File: src/rtl/gart_pkg.sv
package gart_pkg;
    localparam int CTRL_INV_BIT = 0;
    localparam int CTRL_EN_BIT  = 8;
    localparam int CTRL_X2_BIT  = 16;

    // control code packed as {x2, en, inv}
    typedef logic [2:0] ctl_code_t;
    localparam ctl_code_t CC_ZERO   = 3'b000;
    localparam ctl_code_t CC_EN     = 3'b010;
    localparam ctl_code_t CC_EN_INV = 3'b011;
    localparam ctl_code_t CC_EN_X2  = 3'b110;
    localparam ctl_code_t CC_X2     = 3'b100;

    typedef enum logic [2:0] {
        SQ_IDLE, SQ_INV_A, SQ_INV_B, SQ_INV_C, SQ_OFF_B, SQ_OFF_C
    } seq_st_e;

    typedef enum logic {XL_IDLE, XL_WAIT} xl_st_e;

    function automatic logic [31:0] swap_bytes(input logic [31:0] w);
        return {w[7:0], w[15:8], w[23:16], w[31:24]};
    endfunction
endpackage

File: src/rtl/gart_ctl_seq.sv
module gart_ctl_seq
    import gart_pkg::*;
(
    input  logic      clk,
    input  logic      rst_n,
    input  logic      wr,
    input  ctl_code_t code,
    output logic      busy,
    output logic      enabled,
    output logic      flush
);
    typedef struct packed {
        seq_st_e st;
        logic    en;
    } seq_t;

    seq_t q, d;

    always_comb begin
        d     = q;
        flush = 1'b0;
        if (wr) begin
            d.en = code[1];
            if (code == CC_EN_INV) begin
                d.st = SQ_INV_A;
            end else begin
                d.st = SQ_IDLE;
                case (q.st)
                    SQ_INV_A: begin
                        if (code == CC_EN)   d.st = SQ_INV_B;
                        if (code == CC_ZERO) d.st = SQ_OFF_B;
                    end
                    SQ_INV_B: if (code == CC_EN_X2) d.st = SQ_INV_C;
                    SQ_INV_C: flush = (code == CC_EN);
                    SQ_OFF_B: if (code == CC_X2) d.st = SQ_OFF_C;
                    SQ_OFF_C: flush = (code == CC_ZERO);
                    default:  d.st = SQ_IDLE;
                endcase
            end
        end
    end

    always_ff @(posedge clk) begin
        if (!rst_n) begin
            q.st <= SQ_IDLE;
            q.en <= 1'b0;
        end else begin
            q <= d;
        end
    end

    assign busy    = (q.st != SQ_IDLE);
    assign enabled = q.en;
endmodule

File: src/rtl/gart_tlb.sv
module gart_tlb #(
    parameter int WAYS = 4,
    parameter int TAGW = 16,
    parameter int FRW  = 20
) (
    input  logic            clk,
    input  logic            rst_n,
    input  logic [TAGW-1:0] lk_tag,
    output logic            hit,
    output logic [FRW-1:0]  hit_frame,
    input  logic            fill,
    input  logic [TAGW-1:0] fill_tag,
    input  logic [FRW-1:0]  fill_frame,
    input  logic            flush
);
    localparam int PTRW = (WAYS > 1) ? $clog2(WAYS) : 1;

    typedef struct packed {
        logic            vld;
        logic [TAGW-1:0] tag;
        logic [FRW-1:0]  fr;
    } ent_t;

    typedef struct packed {
        ent_t [WAYS-1:0] way;
        logic [PTRW-1:0] ptr;
    } tlb_t;

    tlb_t q, d;
    logic [WAYS-1:0] match;

    for (genvar i = 0; i < WAYS; i++) begin : g_cmp
        assign match[i] = q.way[i].vld && (q.way[i].tag == lk_tag);
    end

    always_comb begin
        hit_frame = '0;
        for (int i = 0; i < WAYS; i++) begin
            if (match[i]) hit_frame = hit_frame | q.way[i].fr;
        end
    end
    assign hit = |match;

    always_comb begin
        d = q;
        if (flush) begin
            for (int i = 0; i < WAYS; i++) d.way[i].vld = 1'b0;
            d.ptr = '0;
        end else if (fill) begin
            d.way[q.ptr] = '{vld: 1'b1, tag: fill_tag, fr: fill_frame};
            d.ptr = (q.ptr == PTRW'(WAYS - 1)) ? '0 : q.ptr + 1'b1;
        end
    end

    always_ff @(posedge clk) begin
        if (!rst_n) q <= '0;
        else        q <= d;
    end
endmodule

File: src/rtl/gart_xlate.sv
module gart_xlate
    import gart_pkg::*;
#(
    parameter int AW   = 32,
    parameter int APW  = 4,
    parameter int PGW  = 12,
    parameter int WAYS = 4
) (
    input  logic          clk,
    input  logic          rst_n,
    input  logic          cfg_we,
    input  logic [1:0]    cfg_sel,
    input  logic [AW-1:0] cfg_wdata,
    input  logic          req_valid,
    input  logic [AW-1:0] req_addr,
    output logic          req_ready,
    output logic          rsp_valid,
    output logic          rsp_err,
    output logic [AW-1:0] rsp_addr,
    output logic          mem_req,
    output logic [AW-1:0] mem_addr,
    input  logic          mem_rvalid,
    input  logic [AW-1:0] mem_rdata
);
    localparam int IDXW = AW - APW - PGW;
    localparam int FRW  = AW - PGW;

    typedef struct packed {
        xl_st_e          st;
        logic            rsp_v;
        logic            rsp_err;
        logic [AW-1:0]   rsp_addr;
        logic            mreq;
        logic [AW-1:0]   maddr;
        logic [IDXW-1:0] idx;
        logic [PGW-1:0]  off;
        logic            kill;
        logic [APW-1:0]  ap;
        logic [AW-1:0]   tb;
    } xl_t;

    xl_t q, d;

    logic            seq_busy, xl_enabled, flush;
    logic            tlb_hit, fill;
    logic [FRW-1:0]  hit_frame;
    logic [IDXW-1:0] idx_w;
    logic [AW-1:0]   ent;
    logic            ap_ok, in_range, accept;

    gart_ctl_seq u_seq (
        .clk     (clk),
        .rst_n   (rst_n),
        .wr      (cfg_we && cfg_sel == 2'd2),
        .code    ({cfg_wdata[CTRL_X2_BIT], cfg_wdata[CTRL_EN_BIT], cfg_wdata[CTRL_INV_BIT]}),
        .busy    (seq_busy),
        .enabled (xl_enabled),
        .flush   (flush)
    );

    gart_tlb #(.WAYS(WAYS), .TAGW(IDXW), .FRW(FRW)) u_tlb (
        .clk        (clk),
        .rst_n      (rst_n),
        .lk_tag     (idx_w),
        .hit        (tlb_hit),
        .hit_frame  (hit_frame),
        .fill       (fill),
        .fill_tag   (q.idx),
        .fill_frame (ent[AW-1:PGW]),
        .flush      (flush)
    );

    assign idx_w     = req_addr[AW-APW-1:PGW];
    assign ap_ok     = (req_addr[AW-1 -: APW] == q.ap);
    assign in_range  = (idx_w < IDXW'(q.tb[PGW-1:0]));
    assign req_ready = xl_enabled && !seq_busy && (q.st == XL_IDLE);
    assign accept    = req_valid && req_ready;
    assign ent       = swap_bytes(mem_rdata);

    always_comb begin
        d       = q;
        d.rsp_v = 1'b0;
        d.mreq  = 1'b0;
        fill    = 1'b0;
        if (q.st == XL_WAIT && mem_rvalid) begin
            d.st    = XL_IDLE;
            d.rsp_v = 1'b1;
            if (ent[0]) begin
                d.rsp_err  = 1'b0;
                d.rsp_addr = {ent[AW-1:PGW], q.off};
                fill       = !q.kill;
            end else begin
                d.rsp_err  = 1'b1;
                d.rsp_addr = '0;
            end
        end
        if (accept) begin
            if (!ap_ok || !in_range) begin
                d.rsp_v    = 1'b1;
                d.rsp_err  = 1'b1;
                d.rsp_addr = '0;
            end else if (tlb_hit) begin
                d.rsp_v    = 1'b1;
                d.rsp_err  = 1'b0;
                d.rsp_addr = {hit_frame, req_addr[PGW-1:0]};
            end else begin
                d.st    = XL_WAIT;
                d.mreq  = 1'b1;
                d.maddr = {q.tb[AW-1:PGW], {PGW{1'b0}}} + AW'({idx_w, 2'b00});
                d.idx   = idx_w;
                d.off   = req_addr[PGW-1:0];
                d.kill  = 1'b0;
            end
        end
        if (flush) d.kill = 1'b1;
        if (cfg_we && cfg_sel == 2'd0) d.ap = cfg_wdata[AW-1 -: APW];
        if (cfg_we && cfg_sel == 2'd1) d.tb = cfg_wdata;
    end

    always_ff @(posedge clk) begin
        if (!rst_n) begin
            q    <= '0;
            q.st <= XL_IDLE;
        end else begin
            q <= d;
        end
    end

    assign rsp_valid = q.rsp_v;
    assign rsp_err   = q.rsp_err;
    assign rsp_addr  = q.rsp_addr;
    assign mem_req   = q.mreq;
    assign mem_addr  = q.maddr;
endmodule

File: config.mk
export PLATFORM = sky130hd
export DESIGN_NAME = gart_xlate
export DESIGN_NICKNAME = d
export VERILOG_FILES = /design/src/rtl/gart_pkg.sv /design/src/rtl/gart_ctl_seq.sv /design/src/rtl/gart_tlb.sv /design/src/rtl/gart_xlate.sv
export SDC_FILE = /design/constraint.sdc
export NUM_CORES = 1
export LEC_CHECK = 0
export ABC_AREA = 1
export BUFFER_PORTS_ARGS = -buffer_cell sky130_fd_sc_hd__buf_2
export CORE_MARGIN = 2
export CORE_UTILIZATION = 45
export CTS_CLUSTER_SIZE = 40
export DETAILED_ROUTE_END_ITERATION = 10
export PLACE_DENSITY = 0.68
export SYNTH_ARGS = -nofsm -noshare
export SYNTH_HDL_FRONTEND = slang
export SYNTH_SLANG_ARGS = --single-unit
File: constraint.sdc
create_clock -name clk -period 2.45 [get_ports clk]
set_input_delay 0.1225 -clock clk [delete_from_list [all_inputs] [get_ports clk]]
set_output_delay 0.1225 -clock clk [all_outputs]
set_load 0.01 [all_outputs]
==> results.sh, run 1 <==
export IMPL_placed_area_mm2=0.0149
export IMPL_slowest_delay_ns=0.54
export IMPL_cap_viol_max_count=0
export IMPL_slew_headroom=0.440
export IMPL_period_share=0.902
export IMPL_mostFrequentLayoutCell="nand2_1"
export IMPL_nets=2422
export IMPL_place_hpwl_mm=29.7
export IMPL_vias=14148
export IMPL_yosys_warnings=0
export IMPL_worst_slew_pin_slew_ns=0.839
export IMPL_antenna_found_initial=0
export IMPL_n_antenna_cell=0
export IMPL_finalHoldViolCount=0
export IMPL_clkSinkCount=275
export IMPL_final_cell_mix="nand2_1, inv_1, dfxtp_1, a21oi_1, o21ai_0"
export IMPL_dp_cells=2584
export IMPL_fp_dieW_um=182
export IMPL_grt_usage=0.263
export IMPL_vias_per_cell=5.20
export IMPL_ys_seq_elements=275
export IMPL_cts_root_buf="clkbuf_16"
export IMPL_hp_class="in -> reg"
export IMPL_first_iter_violations=1284
export IMPL_path_delay_family="simple AND/OR/NAND/NOR gates"
export IMPL_totalWireLength_mm=44.1
export IMPL_die_area_mm2=0.0331
export IMPL_syn2layout_area_growth_pct=17.9
export IMPL_crit_start="req_addr[17]"
export IMPL_synth_edf_count=0
export IMPL_cp_slowest_cell="dlygate4sd3_1"
export IMPL_synthArstFlopShare=0
export IMPL_cp_common_cell="nand2_1"
export IMPL_port_buffers=157
export IMPL_clk_pin_slew_ns=0.06
export IMPL_grt_pass1_wl_mm=70.6
export IMPL_leakage_nw=7.50
export IMPL_drc_errors=0
export IMPL_yosysTopAreaCellShare=0.387
export IMPL_synth_seq_area_share=0.387
export IMPL_synth_cell_type_count=37
export IMPL_yosys_top_cells_area="dfxtp_1, nand2_1, a21oi_1, inv_1, o21ai_0"
export IMPL_final_cell_area_mm2=0.0168
export IMPL_place_congestion=0.927
export IMPL_start_util=0.455
export IMPL_synth_largest_area_cell="dfxtp_1"
export IMPL_finalSetupViolCount=0
export IMPL_post_route_util=0.536
export IMPL_synth_area_mm2=0.0142
export IMPL_grt_max_degree=141
export IMPL_cts_buffer_depth=3
export IMPL_reg2reg_from="q[11]$_SDFFE_PN0P_"
export IMPL_core_mm2=0.0313
export IMPL_dp_worst_setup_slack_ns=0.175
export IMPL_synth_ff_type="dfxtp_1"
export IMPL_vdd_drop_max_uv=476
export IMPL_final_cells=2723
export IMPL_setup_slack_ns=0.240
export IMPL_cts_made_buffers=30
export IMPL_hold_start="cfg_sel[0]"
export IMPL_syn_inst=2171
export IMPL_grt_setup_unrepaired="no"
export IMPL_required_ns=2.91
export IMPL_status="finished clean"
export IMPL_p_per_area_mw_per_mm2=592
export IMPL_tritoncts="done"
export IMPL_max_freq_mhz=453
export IMPL_firstDrtPassIters=5
export IMPL_fin_skew_ns=0.0278
export IMPL_finalCriticalPeriod_ns=2.21
export IMPL_io_pins=171
export IMPL_crit_chain="dlygate4sd3_1 > buf_2 > inv_2 > nand2_1 > nand2_1 > nor2_1 > nand2_1 > nor2_1 > nand3_1 > nand2_1 > nor2_1 > buf_4 > nor2_4 > buf_12 > nand2_1 > a21oi_1"
export IMPL_cts_resized=0
export IMPL_gr_total_overflow=0
export IMPL_rows=65
export IMPL_dieHeight_um=182
export IMPL_cp_buffers_inverters=5
export IMPL_grt_pass1_vias=13262
export IMPL_insertion_delay_ns=0.56
export IMPL_startpoint_type="primary input"
export IMPL_drive_above_1_share=0.116
export IMPL_htreeDepth=1
export IMPL_endpoint_kind="flop"
export IMPL_arrival_ns=2.67
export IMPL_critPathKind="in -> reg"
export IMPL_crit_fanout=12
export IMPL_antenna_left=0
export IMPL_slew_viol_final=0
export IMPL_finalSetupTns_ns=0
export IMPL_avgSynthCellArea_um2=6.56
export IMPL_wl_per_cell_um=16.2
[report_power, final]
| group | internal [W] | switching, W | total (W) |
|---|---|---|---|
| logic | 0.000291 | 0.000476 | 0.000767 |
| registers | 0.00450 | 0.0000202 | 0.00452 |
| clock network | 0.00277 | 0.00187 | 0.00464 |
[tightest hold or removal path, stage by stage]
cell and delay (ns):
buf_2 0.11, nor3_2 0.06, buf_4 0.15, nand2_1 0.06, a21oi_1 0.05
[state kept, by name, summed over array words and instances (netlist names)]
name,cells
u_seq.q,3
rsp_valid,1
rsp_addr,32
mem_addr,20
u_seq.enabled,1
mem_req,1
rsp_err,1
q,66
u_tlb.q,150
[area by class of cell]
type	instances	area [um2]
timing repair buffer	276	1990
clock inverter	7	85.1
sequential	275	5510
multi-input combinational	1402	6600
tap	402	503
inverter	312	1170
clock buffer	49	923
fill	3011	14500
[kinds of logic (layout without fill, tap and decap cells)]
family,Yosys count,after routing,synth area share
AOI/OAI and AO/OA,452,452,0.160
xor gates and xnor gates,22,22,0.0135
adders and majority gates,22,22,0.0199
DFF,275,275,0.387
other,1,2,0.000263
and+or+nand+nor,904,904,0.267
buffers and inverters,495,644,0.152
[layer usage]
metal | global-route usage | up-vias | wire length (um)
li1 | - | 7107 | -
met1 | 0.374 | 6502 | 20400
met2 | 0.421 | 466 | 19600
met3 | 0.0363 | 73 | 3040
met4 | 0.0661 | 0 | 985
met5 | 0 | - | 0
[final timing paths]
path                                   end  slack [ns]  depth (start not counted)
setup / recovery    rsp_addr[9]$_SDFF_PN0_        0.24                         16
hold / removal     u_seq.q[3]$_SDFFE_PN0P_        0.05                          5
setup reg to reg        q[49]$_SDFFE_PN0P_        0.25                         14
hold reg to reg   u_tlb.q[43]$_SDFFE_PN0P_        0.44                          2
[synth_stat cells (all sizes together), types with 2 or more instances]
cell and n:
nor2 160, a31oi 2, clkbuf 91, a21oi 230, ha 21, nor3b 2, o21ai 213, buf 92
xnor2 11, nand2 542, xor2 11, inv 312, o22ai 2, nor3 11, dfxtp 275, nand3b 2
o31ai 2, nand4 92, nand3 92
[repair_timing]
| action | CTS | global route |
|---|---|---|
| endpoints found under the hold margin | 147 | 0 |
| hold buffers | 82 | 0 |
| setup endpoints to repair | 0 | 1 |
| setup buffers | 0 | 1 |
[stage by stage]
step           hold WS, ns  power (W)
2_1_floorplan        0.227    0.00500
3_3_place_gp         0.332    0.00526
3_5_place_dp         0.346    0.00528
4_1_cts             0.0370    0.00998
5_1_grt             0.0820     0.0103
6_report            0.0497    0.00993
Note: power is estimated with default switching activity, not from simulation.
==> inputs of run 2 (changes only) <==
--- a/config.mk
+++ b/config.mk
@@ -14,4 +14,5 @@
 export PLACE_DENSITY = 0.68
 export SYNTH_ARGS = -nofsm -noshare
 export SYNTH_HDL_FRONTEND = slang
+export SYNTH_HIERARCHICAL = 1
 export SYNTH_SLANG_ARGS = --single-unit
==> run 2 against run 1 <==
  * Die area shrank 0.60%
  * Wire length shrank 5.5%
  * Critical path depth is 4 lower
  * Flip-flop and latch count did not move
  * Non-clock buffer count up 5
  * Fmax is 0.10% higher
  * Synthesized area decreased by 0.62%
  * Hold slack lost 0.0061 ns
  * Clock skew barely moved
  * Combinational power decreased by 12%
  * Count of clock-buffer cells in the layout is 2 higher
  * Largest cell class unchanged
==> results.sh, run 2 <==
export IMPL_synth_edf_count=0
export IMPL_avgSynthCellArea_um2=6.60
export IMPL_start_util=0.460
export IMPL_hold_start="cfg_we"
export IMPL_place_congestion=0.903
export IMPL_vias=13896
export IMPL_htreeDepth=1
export IMPL_drive_above_1_share=0.121
export IMPL_gr_total_overflow=0
export IMPL_die_area_mm2=0.0329
export IMPL_firstDrtPassIters=5
export IMPL_syn2layout_area_growth_pct=17.3
export IMPL_slew_headroom=0.402
export IMPL_slew_viol_final=0
export IMPL_antenna_found_initial=0
export IMPL_post_route_util=0.540
export IMPL_dieHeight_um=181
export IMPL_cts_made_buffers=31
export IMPL_regToRegEndpoint="rsp_addr[20]$_SDFF_PN0_"
export IMPL_largest_register_ffs=150
export IMPL_dr_max_layer_used="met4"
export IMPL_synth_seq_area_share=0.389
export IMPL_dp_worst_setup_slack_ns=0.273
export IMPL_crit_fanout=19
export IMPL_wl_per_cell_um=15.4
export IMPL_holdWs_ns=0.0436
export IMPL_grt_pass1_vias=13031
export IMPL_tritoncts="done"
export IMPL_critPathKind="reg -> reg"
export IMPL_startpoint_type="flop"
export IMPL_first_iter_violations=1211
export IMPL_finalSetupTns_ns=0
export IMPL_r2r_slack_ns=0.24
export IMPL_clk_pin_slew_ns=0.06
export IMPL_drc_errors=0
export IMPL_finalCriticalPeriod_ns=2.21
export IMPL_hold_end="u_seq/q[1]$_SDFFE_PN0P_"
export IMPL_hold_depth=6
export IMPL_leakage_nw=7.94
export IMPL_synth_commonest_cells="nand2_1, nor2_1, dfxtp_1"
export IMPL_grt_usage=0.247
export IMPL_grt_setup_unrepaired="no"
export IMPL_ys_seq_elements=275
export IMPL_synth_area_mm2=0.0141
export IMPL_cts_resized=0
export IMPL_syn_inst=2145
export IMPL_period_share=0.901
export IMPL_arrival_ns=2.68
export IMPL_synth_largest_area_cell="dfxtp_1"
export IMPL_max_freq_mhz=453
export IMPL_p_per_area_mw_per_mm2=589
export IMPL_yosysTopAreaCellShare=0.389
export IMPL_vias_per_cell=5.15
export IMPL_antenna_left=0
export IMPL_mostFrequentLayoutCell="nand2_1"
export IMPL_grt_max_degree=217
export IMPL_setup_slack_ns=0.243
export IMPL_route_met3_wl_mm=2.64
export IMPL_hp_class="in -> reg"
export IMPL_rr_worst_depth=12
export IMPL_grt_pass1_wl_mm=66.6
export IMPL_holdBufCountCts=83
export IMPL_dr_wl_met2_mm=19.2
export IMPL_port_buffers=157
export IMPL_fin_skew_ns=0.0277
export IMPL_status="finished clean"
export IMPL_synthArstFlopShare=0
export IMPL_core_mm2=0.0307
export IMPL_clkSinkCount=275
export IMPL_synth_cell_type_count=35
export IMPL_insertion_delay_ns=0.57
export IMPL_rows=64
export IMPL_cts_root_buf="clkbuf_16"
export IMPL_cap_viol_max_count=0
export IMPL_nets=2401
export IMPL_postCtsSetupRepairBufs=0
export IMPL_synth_ff_type="dfxtp_1"
export IMPL_regMostFlops="u_tlb/q"
export IMPL_n_antenna_cell=0
export IMPL_io_pins=171
export IMPL_vdd_drop_max_uv=512
export IMPL_finalHoldViolCount=0
export IMPL_endpoint_kind="flop"
export IMPL_totalWireLength_mm=41.6
export IMPL_cts_buffer_depth=3
export IMPL_met1_length_mm=18.3
export IMPL_yosys_top_cells_area="dfxtp_1, nand2_1, nor2_1, o21ai_0, inv_1"
export IMPL_worst_slew_pin_slew_ns=0.897
export IMPL_place_hpwl_mm=26.5
export IMPL_finalSetupViolCount=0
export IMPL_fp_dieW_um=181
export IMPL_reg2reg_from="q[11]$_SDFFE_PN0P_"
export IMPL_required_ns=2.93
export IMPL_final_cell_mix="nand2_1, nor2_1, dfxtp_1, o21ai_0, inv_1"
export IMPL_post_synth_top_count_cell="nand2_1"
export IMPL_yosys_warnings=6
## run 2: cells by family after synthesis
group	share of synthesized area
other	0.000265
buffers and inverters	0.131
DFF	0.389
adders and majority gates	0.0200
AOI/OAI and AO/OA	0.133
and+or+nand+nor	0.307
xor gates and xnor gates	0.0198
## run 2: layout make-up
type / count / area, um2
Fill cell: 2942 / 14200
Multi-Input combinational cell: 1478 / 6800
Sequential cell: 275 / 5510
Timing Repair Buffer: 281 / 2000
Clock buffer: 51 / 941
Inverter: 209 / 785
Tap cell: 396 / 495
Clock inverter: 6 / 62.6
## run 2: worst max-delay path by stage
stage | to | slack, ns | cells after the start | startpoint
final | rsp_addr[20]$_SDFF_PN0_ | 0.24 | 12 | q[11]$_SDFFE_PN0P_
after global routing | rsp_addr[21]$_SDFF_PN0_ | 0.02 | 12 | q[11]$_SDFFE_PN0P_
after CTS | rsp_addr[20]$_SDFF_PN0_ | 0.27 | 12 | q[11]$_SDFFE_PN0P_
after detailed placement | q[56]$_SDFFE_PN0P_ | 0.27 | 15 | req_addr[17]
after global placement | rsp_addr[17]$_SDFF_PN0_ | 0.33 | 12 | req_addr[23]
after floorplan | q[44]$_SDFFE_PN0P_ | 0.41 | 16 | u_tlb/q[105]$_SDFFE_PN0P_
## run 2: worst max-delay path, cell delays in order (launching register included)
cell and delay, ns:
dfxtp_1 0.31, inv_1 0.06, ha_1 0.28, nand2_1 0.07, o21ai_0 0.07, nor2_1 0.11
nand3_1 0.08, nor2_1 0.33, nand2_1 0.19, inv_1 0.19, buf_12 0.18, nand3_1 0.08
a21oi_1 0.16
## run 2: metrics by stage
step / cells / cell area (um2) / power, W
2_1_floorplan: 2146 / 14200 / 0.00494
3_3_place_gp: 2556 / 14800 / 0.00518
3_5_place_dp: 2556 / 14800 / 0.00518
4_1_cts: 2696 / 16600 / 0.00982
5_1_grt: 2696 / 16600 / 0.0101
6_report: 2696 / 16600 / 0.00977
## run 2: layer usage
layer	track usage	up-vias
met1	0.324	6313
li1	-	6990
met2	0.413	498
met3	0.0329	95
met5	0	-
met4	0.0966	0
## run 2: report_power, final
group	switching, W	internal, W	total [W]
Clock	0.00187	0.00270	0.00457
Sequential	0.0000218	0.00451	0.00453
Combinational	0.000407	0.000268	0.000675
Total	0.00229	0.00748	0.00977
